[src/rtl/ild_pkg.sv]
package ild_pkg;

  localparam int unsigned BW = 8;
  localparam int unsigned WW = 2 * BW;
  localparam int unsigned LW = 3;

  typedef enum logic [2:0] {
    ST_OPC,
    ST_MODRM,
    ST_DLO,
    ST_DHI,
    ST_ILO,
    ST_IHI
  } ild_state_e;

  typedef struct packed {
    logic [1:0] md;
    logic [2:0] rg;
    logic [2:0] rm;
  } modrm_t;

  // number of offset bytes implied by a descriptor
  function automatic logic [1:0] disp_len(input logic [1:0] md, input logic [2:0] rm);
    logic [1:0] n;
    case (md)
      2'd0:    n = (rm == 3'd6) ? 2'd2 : 2'd0;
      2'd1:    n = 2'd1;
      2'd2:    n = 2'd2;
      default: n = 2'd0;
    endcase
    return n;
  endfunction

  function automatic logic [WW-1:0] sext_byte(input logic [BW-1:0] b);
    return {{(WW-BW){b[BW-1]}}, b};
  endfunction

  // opcode + descriptor + offset + two constant bytes
  function automatic logic [LW-1:0] grp_len(input logic [1:0] nd);
    return LW'(4) + LW'(nd);
  endfunction

endpackage

[src/rtl/ild_opc_class.sv]
module ild_opc_class
  import ild_pkg::*;
#(
  parameter logic [BW-1:0] PUSH_BASE = 8'h50,
  parameter logic [BW-1:0] GRP_OPC   = 8'h81
) (
  input  logic [BW-1:0] opc,
  output logic          is_push,
  output logic          is_grp,
  output logic [2:0]    push_reg
);
  // push family occupies an aligned block of eight opcodes
  assign is_push  = (opc[BW-1:3] == PUSH_BASE[BW-1:3]);
  assign is_grp   = (opc == GRP_OPC);
  assign push_reg = opc[2:0];
endmodule

[src/rtl/ild_modrm_split.sv]
module ild_modrm_split
  import ild_pkg::*;
(
  input  logic [BW-1:0] byte_in,
  output modrm_t        fields,
  output logic [1:0]    ndisp
);
  assign fields.md = byte_in[7:6];
  assign fields.rg = byte_in[5:3];
  assign fields.rm = byte_in[2:0];
  assign ndisp     = disp_len(byte_in[7:6], byte_in[2:0]);
endmodule

[src/rtl/insn_len_decoder.sv]
module insn_len_decoder
  import ild_pkg::*;
#(
  parameter logic [BW-1:0] PUSH_BASE = 8'h50,
  parameter logic [BW-1:0] GRP_OPC   = 8'h81
) (
  input  logic          clk,
  input  logic          rst_n,
  input  logic          in_valid,
  input  logic [7:0]    in_data,
  output logic          in_ready,
  output logic          out_valid,
  output logic          out_illegal,
  output logic [7:0]    out_opcode,
  output logic [1:0]    out_mod,
  output logic [2:0]    out_reg,
  output logic [2:0]    out_rm,
  output logic [15:0]   out_disp,
  output logic [15:0]   out_imm,
  output logic [2:0]    out_len
);

  ild_state_e    state_q;
  logic [BW-1:0] opc_q;
  modrm_t        mrm_q;
  logic [1:0]    nd_q;
  logic [WW-1:0] disp_q;
  logic [BW-1:0] imm_lo_q;
  logic          rdy_q;

  logic          is_push, is_grp;
  logic [2:0]    push_reg;
  modrm_t        mrm_d;
  logic [1:0]    nd_d;

  // named events for the assertions
  logic take, done_push, done_bad, done_grp;

  ild_opc_class #(.PUSH_BASE(PUSH_BASE), .GRP_OPC(GRP_OPC)) i_class (
    .opc(in_data), .is_push(is_push), .is_grp(is_grp), .push_reg(push_reg)
  );

  ild_modrm_split i_split (
    .byte_in(in_data), .fields(mrm_d), .ndisp(nd_d)
  );

  assign in_ready  = rdy_q;
  assign take      = in_valid && rdy_q;
  assign done_push = take && (state_q == ST_OPC) && is_push;
  assign done_bad  = take && (state_q == ST_OPC) && !is_push && !is_grp;
  assign done_grp  = take && (state_q == ST_IHI);

  always_ff @(posedge clk) begin
    if (!rst_n) begin
      state_q     <= ST_OPC;
      rdy_q       <= 1'b0;
      opc_q       <= '0;
      mrm_q       <= '0;
      nd_q        <= '0;
      disp_q      <= '0;
      imm_lo_q    <= '0;
      out_valid   <= 1'b0;
      out_illegal <= 1'b0;
      out_opcode  <= '0;
      out_mod     <= '0;
      out_reg     <= '0;
      out_rm      <= '0;
      out_disp    <= '0;
      out_imm     <= '0;
      out_len     <= '0;
    end else begin
      rdy_q     <= 1'b1;
      out_valid <= 1'b0;
      if (take) begin
        case (state_q)
          ST_OPC: begin
            opc_q <= in_data;
            if (is_push) begin
              out_valid   <= 1'b1;
              out_illegal <= 1'b0;
              out_opcode  <= in_data;
              out_mod     <= 2'd3;
              out_reg     <= 3'd0;
              out_rm      <= push_reg;
              out_disp    <= '0;
              out_imm     <= '0;
              out_len     <= LW'(1);
            end else if (is_grp) begin
              state_q <= ST_MODRM;
            end else begin
              out_valid   <= 1'b1;
              out_illegal <= 1'b1;
              out_opcode  <= in_data;
              out_mod     <= '0;
              out_reg     <= '0;
              out_rm      <= '0;
              out_disp    <= '0;
              out_imm     <= '0;
              out_len     <= LW'(1);
            end
          end
          ST_MODRM: begin
            mrm_q   <= mrm_d;
            nd_q    <= nd_d;
            disp_q  <= '0;
            state_q <= (nd_d != 2'd0) ? ST_DLO : ST_ILO;
          end
          ST_DLO: begin
            if (nd_q == 2'd1) begin
              disp_q  <= sext_byte(in_data);
              state_q <= ST_ILO;
            end else begin
              disp_q  <= {{(WW-BW){1'b0}}, in_data};
              state_q <= ST_DHI;
            end
          end
          ST_DHI: begin
            disp_q[WW-1:BW] <= in_data;
            state_q         <= ST_ILO;
          end
          ST_ILO: begin
            imm_lo_q <= in_data;
            state_q  <= ST_IHI;
          end
          ST_IHI: begin
            out_valid   <= 1'b1;
            out_illegal <= 1'b0;
            out_opcode  <= opc_q;
            out_mod     <= mrm_q.md;
            out_reg     <= mrm_q.rg;
            out_rm      <= mrm_q.rm;
            out_disp    <= disp_q;
            out_imm     <= {in_data, imm_lo_q};
            out_len     <= grp_len(nd_q);
            state_q     <= ST_OPC;
          end
          default: state_q <= ST_OPC;
        endcase
      end
    end
  end

  // reported length always in range
  p_len_bound_r12: assert property (@(posedge clk) disable iff (!rst_n)
    out_valid |-> (out_len >= 3'd1 && out_len <= 3'd6));

  // a report needs a byte accepted on the edge before
  p_emit_after_take_r12: assert property (@(posedge clk) disable iff (!rst_n)
    out_valid |-> $past(take));

  // push is a one-byte legal instruction
  p_push_single_r2: assert property (@(posedge clk) disable iff (!rst_n)
    done_push |=> (out_valid && out_len == 3'd1 && !out_illegal));

  // illegal opcode reported and decoder back at opcode stage
  p_bad_resync_r10: assert property (@(posedge clk) disable iff (!rst_n)
    done_bad |=> (out_valid && out_illegal && out_len == 3'd1 && state_q == ST_OPC));

  // multi-byte length matches the reported descriptor
  p_grp_len_r4: assert property (@(posedge clk) disable iff (!rst_n)
    (out_valid && !out_illegal && out_len != 3'd1)
      |-> (out_len == 3'd4 + 3'(disp_len(out_mod, out_rm))));

  // single offset byte is sign-extended
  p_sext_r5: assert property (@(posedge clk) disable iff (!rst_n)
    (out_valid && !out_illegal && out_len == 3'd5)
      |-> (out_disp[15:8] == {8{out_disp[7]}}));

  // without a transfer nothing advances and nothing is reported
  p_stall_hold_r11: assert property (@(posedge clk) disable iff (!rst_n)
    !take |=> ($stable(state_q) && !out_valid));

  // the final constant byte ends the instruction
  p_grp_done_r12: assert property (@(posedge clk) disable iff (!rst_n)
    done_grp |=> (out_valid && state_q == ST_OPC));

endmodule

[config.mk]
export PLATFORM = sky130hd
export DESIGN_NAME = insn_len_decoder
export DESIGN_NICKNAME = d
export VERILOG_FILES = /design/src/rtl/ild_pkg.sv /design/src/rtl/ild_opc_class.sv /design/src/rtl/ild_modrm_split.sv /design/src/rtl/insn_len_decoder.sv
export SDC_FILE = /design/constraint.sdc
export NUM_CORES = 1
export LEC_CHECK = 0
export BUFFER_PORTS_ARGS = -buffer_cell sky130_fd_sc_hd__buf_2
export CAP_MARGIN = 20
export CORE_MARGIN = 2
export CORE_UTILIZATION = 50
export CTS_CLUSTER_SIZE = 30
export DETAILED_ROUTE_END_ITERATION = 10
export PLACE_DENSITY = 0.69
export SYNTH_ARGS = -nofsm -noshare
export SYNTH_HDL_FRONTEND = slang
export SYNTH_SLANG_ARGS = --single-unit
[constraint.sdc]
create_clock -name clk -period 2.3 [get_ports clk]
set_input_delay 0.115 -clock clk [delete_from_list [all_inputs] [get_ports clk]]
set_output_delay 0.115 -clock clk [all_outputs]
set_load 0.01 [all_outputs]
==> out/metrics.csv, run 1 <==
metric,value,unit
status,"complete, no violations",
"Slowest-stage cell, CP",dfxtp_1,
drt pass-1 iters,5,
cell count after synthesis,386,
register bit count reported by yosys,99,
sequential element share of the synthesized area,52.1,%
Port-buffer cells,64,
setup TNS,0,ns
initial core utilization,52.2,%
Critical Path Start Type,flop,
Synthesis Warnings,0,
routed len/inst,16.4,µm
Final Max Slew Viols,0,
# clock sinks,99,
Clock Tree Buf Depth,2,
Post-CTS Resized,0,
Setup Buffers After CTS,0,
H-tree Lvls,3,
I/O pin count,65,
Final Critical Period,1.93,ns
WP buf/inv,1,
CP Max Fanout,19,
biggest regs,"disp_q: 16 flops, out_disp: 16 flops, out_imm: 16 flops",
HPWL Detailed,6020,µm
GRT overflow,0,
Slew @ Worst Pin,0.758,ns
asr flop ratio synth,0,%
CTS clock-pin slew for the worst setup and hold paths,0.09,ns
syn_area_per_cell,9.86,µm²
root buf cell,clkbuf_8,
largest net degree at the start of global routing,42,
Synthesized Nets,397,
Post-Layout Cell Count,548,
Synth Cell Area,3800,µm²
Rel. slew slack,49.3,%
TritonCTS clock tree,done,
fraction of layout cells with a size suffix above 1,24.7,%
DR vias,3080,
Critical Path RT,2.60,ns
VDD IR max,0.000391,V
CORE AREA,7290,µm²
worst endpoint data arrival time,2.23,ns
die width,91.2,µm
post-route ant nets,0,
Top delay family on crit path,simple AND/OR/NAND/NOR gates,
diode count,0,
hold_ws,0.132,ns
CTS buffer count,9,
Setup CP Type,flop to flop,
RSZ-0062 raised after global routing,no,
Pleak,1.95,nW
nets,455,
vias in the first global route,2826,
Post-synth EDFFs,0,
Inst Count DP,532,
Max Cap Violations,0,
Worst Skew,0.0113,ns
DR vias/cell,5.62,
ranking of synthesized cells by area,"dfxtp_1 (52%), a22o_1 (8.3%), a21oi_1 (5.3%)",
Final Setup Violations,0,
count of cell types in the netlist,50,
final core occ,60.9,%
"Hold-fix buffers, CTS",0,
DRC viols,0,
CP max stage delay,0.61,ns
final worst slack,0.375,ns
area delta synth->final,16.7,%
Rows,31,
crit end category,flop,
Yosys top cell area share,52.1,%
fmax,0.519,GHz
initial antenna violation count,0,
Placement Setup Slack,0.438,ns
fin crit share,83.7,%
clk_lat worst skew,0.36,ns
P per Cell Area,727,nW/µm²
DIE AREA,8320,µm²
Hold WC Path Type,primary input to flop,
wire length of the first global-routing pass,14600,µm
"area leader, netlist",dfxtp_1,
Iteration-0 DRC Markers,223,
GPL Wtd Cong,0.895,
GRT Resource Usage Total,21.9,%
predominant post-synthesis flop cell,dfxtp_1,
crit-path cells,or2_2 -> a211oi_4 -> nor3_4 -> buf_12 -> a22o_1,
final hold vios,0,
Final Routed Wirelength,9000,µm
Die Y,91.2,µm
==> stage by stage <==
stage | total power, mW | instance area [µm²]
after detailed placement | 2.04 | 4220
final | 3.23 | 4440
after global routing | 3.34 | 4440
after global placement | 2.03 | 4220
after floorplan | 1.96 | 3800
after CTS | 3.24 | 4440
==> cells by family (layout without fill, tap and decap cells) <==
logic type | count (synthesis) | in the layout | synth area share (%)
simple gates | 119 | 119 | 16.7
compound gates | 117 | 117 | 22.2
flops | 99 | 99 | 52.1
buf+inv | 37 | 100 | 5.46
mux | 12 | 12 | 3.16
xor+xnor | 2 | 2 | 0.460
==> cell usage after synthesis, types with 2 or more instances <==
library cell / number
buf_2: 9
nor2_1: 15
o31ai_1: 10
o2bb2ai_1: 7
clkbuf_1: 15
and3b_1: 2
o211a_1: 3
and2_1: 3
nor2b_1: 3
o221ai_1: 3
nand2_1: 50
a22o_1: 36
nand3_1: 20
a21oi_2: 2
nand3b_1: 2
o21ai_0: 4
buf_4: 3
nand4_1: 2
buf_6: 6
dfxtp_1: 99
a31oi_1: 6
or2_2: 3
a21oi_1: 40
nor3_1: 6
mux2i_1: 12
==> cells in the final DEF, fill, tap and decap left out, types with 2 or more instances in the layout <==
| cell type | instances |
|---|---|
| dfxtp_1 | 99 |
| buf_2 | 64 |
| nand2_1 | 50 |
| a21oi_1 | 40 |
| a22o_1 | 36 |
| nand3_1 | 20 |
| buf_4 | 16 |
| nor2_1 | 15 |
| mux2i_1 | 12 |
| o31ai_1 | 10 |
| clkbuf_8 | 10 |
| o2bb2ai_1 | 7 |
| a31oi_1 | 6 |
| nor3_1 | 6 |
| o21ai_0 | 4 |
| or2_2 | 3 |
| nor2b_1 | 3 |
| and2_1 | 3 |
| o221ai_1 | 3 |
| o211a_1 | 3 |
| and3b_1 | 2 |
| nand3b_1 | 2 |
| nand4_1 | 2 |
| nor3_4 | 2 |
| a21oi_2 | 2 |
| clkinvlp_4 | 2 |
| bufinv_16 | 2 |
| buf_12 | 2 |
==> final cells by class <==
cell class	count	area, µm²
Fill cell	689	2850
Tap cell	99	124
Multi-Input combinational cell	250	1620
Inverter	2	7.51
Clock buffer	10	138
Clock inverter	6	88.8
Sequential cell	99	1980
Timing Repair Buffer	82	480
==> final timing paths <==
path                      startpoint                       to  slack [ns]  cells past startpoint
max reg2reg  state_q[0]$_SDFFE_PN0P_  out_imm[6]$_SDFFE_PN0P_        0.37                      5
min                            rst_n         in_ready$_DFF_P_        0.13                      2
min reg2reg    opc_q[3]$_SDFFE_PN0P_    opc_q[3]$_SDFFE_PN0P_        0.46                      2
max          state_q[0]$_SDFFE_PN0P_  out_imm[6]$_SDFFE_PN0P_        0.37                      5
==> power breakdown <==
group	switching [mW]	internal, mW
clock	0.588	0.642
combinational	0.150	0.0859
sequential	0.0194	1.74
total	0.757	2.47
==> worst reg2reg max path: stages, from the launching register on <==
cell	delay (ns)
dfxtp_1	0.61
or2_2	0.24
a211oi_4	0.05
nor3_4	0.60
buf_12	0.25
a22o_1	0.14
==> routing by layer <==
| layer | vias to the layer above | GRT usage (%) | share of wire (%) |
|---|---|---|---|
| met4 | 0 | 7.20 | 1.0 |
| met5 | - | 0 | 0 |
| met3 | 8 | 2.74 | 5.6 |
| met2 | 104 | 31.9 | 45 |
| met1 | 1465 | 33.4 | 48 |
| li1 | 1503 | - | - |
Note: power is estimated with default switching activity, not from simulation.
==> run 2: changes to the inputs <==
Clock period 2.3 ns to 2 ns, I/O delays scaled along.
==> run 2 against run 1 <==
Sequential power grew 15%. Worst setup slack got worse by 0.12 ns. Maximum frequency is 10% higher. Largest cell class unchanged. Via count rose by 0.58%. Flip-flop and latch count unchanged.
==> out/metrics.csv, run 2 (synthesis results as in run 1) <==
metric,value,unit,change
Critical Path Start Type,flop,,unchanged
DIE AREA,8320,µm²,unchanged
fraction of layout cells with a size suffix above 1,25.5,%,was 24.7%
crit end category,flop,,unchanged
root buf cell,clkbuf_8,,unchanged
setup TNS,0,ns,unchanged
Port-buffer cells,64,,unchanged
Pleak,1.98,nW,was 1.95 nW
Die Y,91.2,µm,unchanged
post-route ant nets,0,,unchanged
GRT overflow,0,,unchanged
routed len/inst,16.6,µm,was 16.4 µm
WL met3,487,µm,was 501 µm
Post-Layout Cell Count,557,,was 548
DRC viols,0,,unchanged
RSZ-0062 raised after global routing,no,,unchanged
nets,464,,was 455
wire length of the first global-routing pass,15100,µm,was 14600 µm
Placed Area,4270,µm²,was 4220 µm²
"most common cell after layout, fill and taps aside",dfxtp_1,,unchanged
VDD IR max,0.000426,V,was 0.000391 V
area delta synth->final,17.7,%,was 16.7%
Rows,31,,unchanged
R2R Path Start,state_q[2]$_SDFFE_PN0P_,,was state_q[0]$_SDFFE_PN0P_
GRT Resource Usage Total,22.9,%,was 21.9%
P per Cell Area,811,nW/µm²,was 727 nW/µm²
Iteration-0 DRC Markers,239,,was 223
vias in the first global route,2889,,was 2826
met2 WL,4050,µm,unchanged
RR Endpoint,out_disp[0]$_SDFFE_PN0P_,,was out_imm[6]$_SDFFE_PN0P_
r2r worst-path depth,6,,was 5
Setup CP Type,flop to flop,,unchanged
largest net degree at the start of global routing,42,,unchanged
Max Used Layer,met4,,unchanged
biggest regs,"disp_q: 16 flops, out_disp: 16 flops, out_imm: 16 flops",,unchanged
Critical Path Start,state_q[2]$_SDFFE_PN0P_,,was state_q[0]$_SDFFE_PN0P_
final core occ,61.4,%,was 60.9%
Final Setup Violations,0,,unchanged
"Hold-fix buffers, CTS",0,,unchanged
worst endpoint data arrival time,2.05,ns,was 2.23 ns
CORE AREA,7290,µm²,unchanged
TritonCTS clock tree,done,,unchanged
DR vias,3098,,was 3080
critical path depth in cells,6,,was 5
Critical Path RT,2.31,ns,was 2.60 ns
initial antenna violation count,0,,unchanged
fin crit share,87.3,%,was 83.7%
H-tree Lvls,3,,unchanged
initial core utilization,52.2,%,unchanged
fmax,0.573,GHz,was 0.519 GHz
status,"complete, no violations",,unchanged
"Design Area, Final",4480,µm²,was 4440 µm²
"Slowest-stage cell, CP",nor3_4,,was dfxtp_1
CTS buffer count,9,,unchanged
I/O pin count,65,,unchanged
Slew @ Worst Pin,0.774,ns,was 0.758 ns
Rel. slew slack,48.2,%,was 49.3%
die width,91.2,µm,unchanged
"reg-to-reg slack, setup",0.25,ns,was 0.37 ns
Final Critical Period,1.75,ns,was 1.93 ns
drt pass-1 iters,5,,unchanged
Final Routed Wirelength,9250,µm,was 9000 µm
Top delay family on crit path,simple AND/OR/NAND/NOR gates,,unchanged
Hold WC Path Type,primary input to flop,,unchanged
# clock sinks,99,,unchanged
most frequent cells in the layout,"dfxtp_1 (99), buf_2 (64), nand2_1 (50), a21oi_1 (40), a22o_1 (36)",,unchanged
Metal-1 WL,4510,µm,was 4360 µm
Post-CTS Resized,0,,unchanged
Final Max Slew Viols,0,,unchanged
DR vias/cell,5.56,,was 5.62
CP max stage delay,0.64,ns,was 0.61 ns
Setup Buffers After CTS,0,,unchanged
total power,3.63,mW,was 3.23 mW
Max Cap Violations,0,,unchanged
end of the critical path,out_disp[0]$_SDFFE_PN0P_,,was out_imm[6]$_SDFFE_PN0P_
diode count,0,,unchanged
WP buf/inv,2,,was 1
GPL Wtd Cong,0.878,,was 0.895
clk_lat worst skew,0.36,ns,about the same
crit-path cells,buf_4 -> nand3b_1 -> nor2_2 -> nor3_4 -> buf_12 -> a22o_1,,was or2_2 -> a211oi_4 -> nor3_4 -> buf_12 -> a22o_1
Worst Skew,0.00786,ns,was 0.0113 ns
HPWL Detailed,6220,µm,was 6020 µm
CP Max Fanout,19,,unchanged
Clock Tree Buf Depth,2,,unchanged
final hold vios,0,,unchanged
Inst Count DP,541,,was 532
CTS clock-pin slew for the worst setup and hold paths,0.09,ns,about the same
run 2: cell count changes in the layout (fill, tap and decap cells not counted), moves of 2 or more:
cell	previous run	this run
buf_4	16	26
clkbuf_1	0	3
clkinvlp_4	2	0
clkbuf_8	10	12
run 2: through the flow:
step	worst slack [ns]	hold WS (ns)
after floorplan	0.385	0.128
after global placement	0.247	0.441
after detailed placement	0.192	0.446
after CTS	0.246	0.106
after global routing	0.125	0.121
final	0.254	0.124
run 2: layout make-up:
class,instances,area [µm²]
multi-input combinational,250,1620
tap,99,124
timing repair buffer,91,536
clock buffer,15,176
inverter,2,7.51
clock inverter,1,30.0
sequential,99,1980
fill,664,2820
run 2: worst min-delay path by stage:
stage                                   to              startpoint  depth (start not counted)
floorplan                 in_ready$_DFF_P_                   rst_n                          0
global placement    disp_q[3]$_SDFFE_PN0P_  disp_q[3]$_SDFFE_PN0P_                          2
detailed placement   opc_q[3]$_SDFFE_PN0P_   opc_q[3]$_SDFFE_PN0P_                          2
CTS                       in_ready$_DFF_P_                   rst_n                          2
global route              in_ready$_DFF_P_                   rst_n                          2
finish                    in_ready$_DFF_P_                   rst_n                          2
run 2: report_power, final:
group,switching (mW),total [mW],internal (mW),leakage (nW)
Combinational,0.181,0.288,0.106,1.08
Clock,0.638,1.32,0.684,0.104
Sequential,0.0190,2.02,2.00,0.801
Total,0.838,3.63,2.79,1.98
run 2: routing by layer:
layer	GRT usage [%]	up-vias
met4	9.34	0
met2	32.9	97
li1	-	1522
met5	0	-
met3	3.73	15
met1	34.0	1464
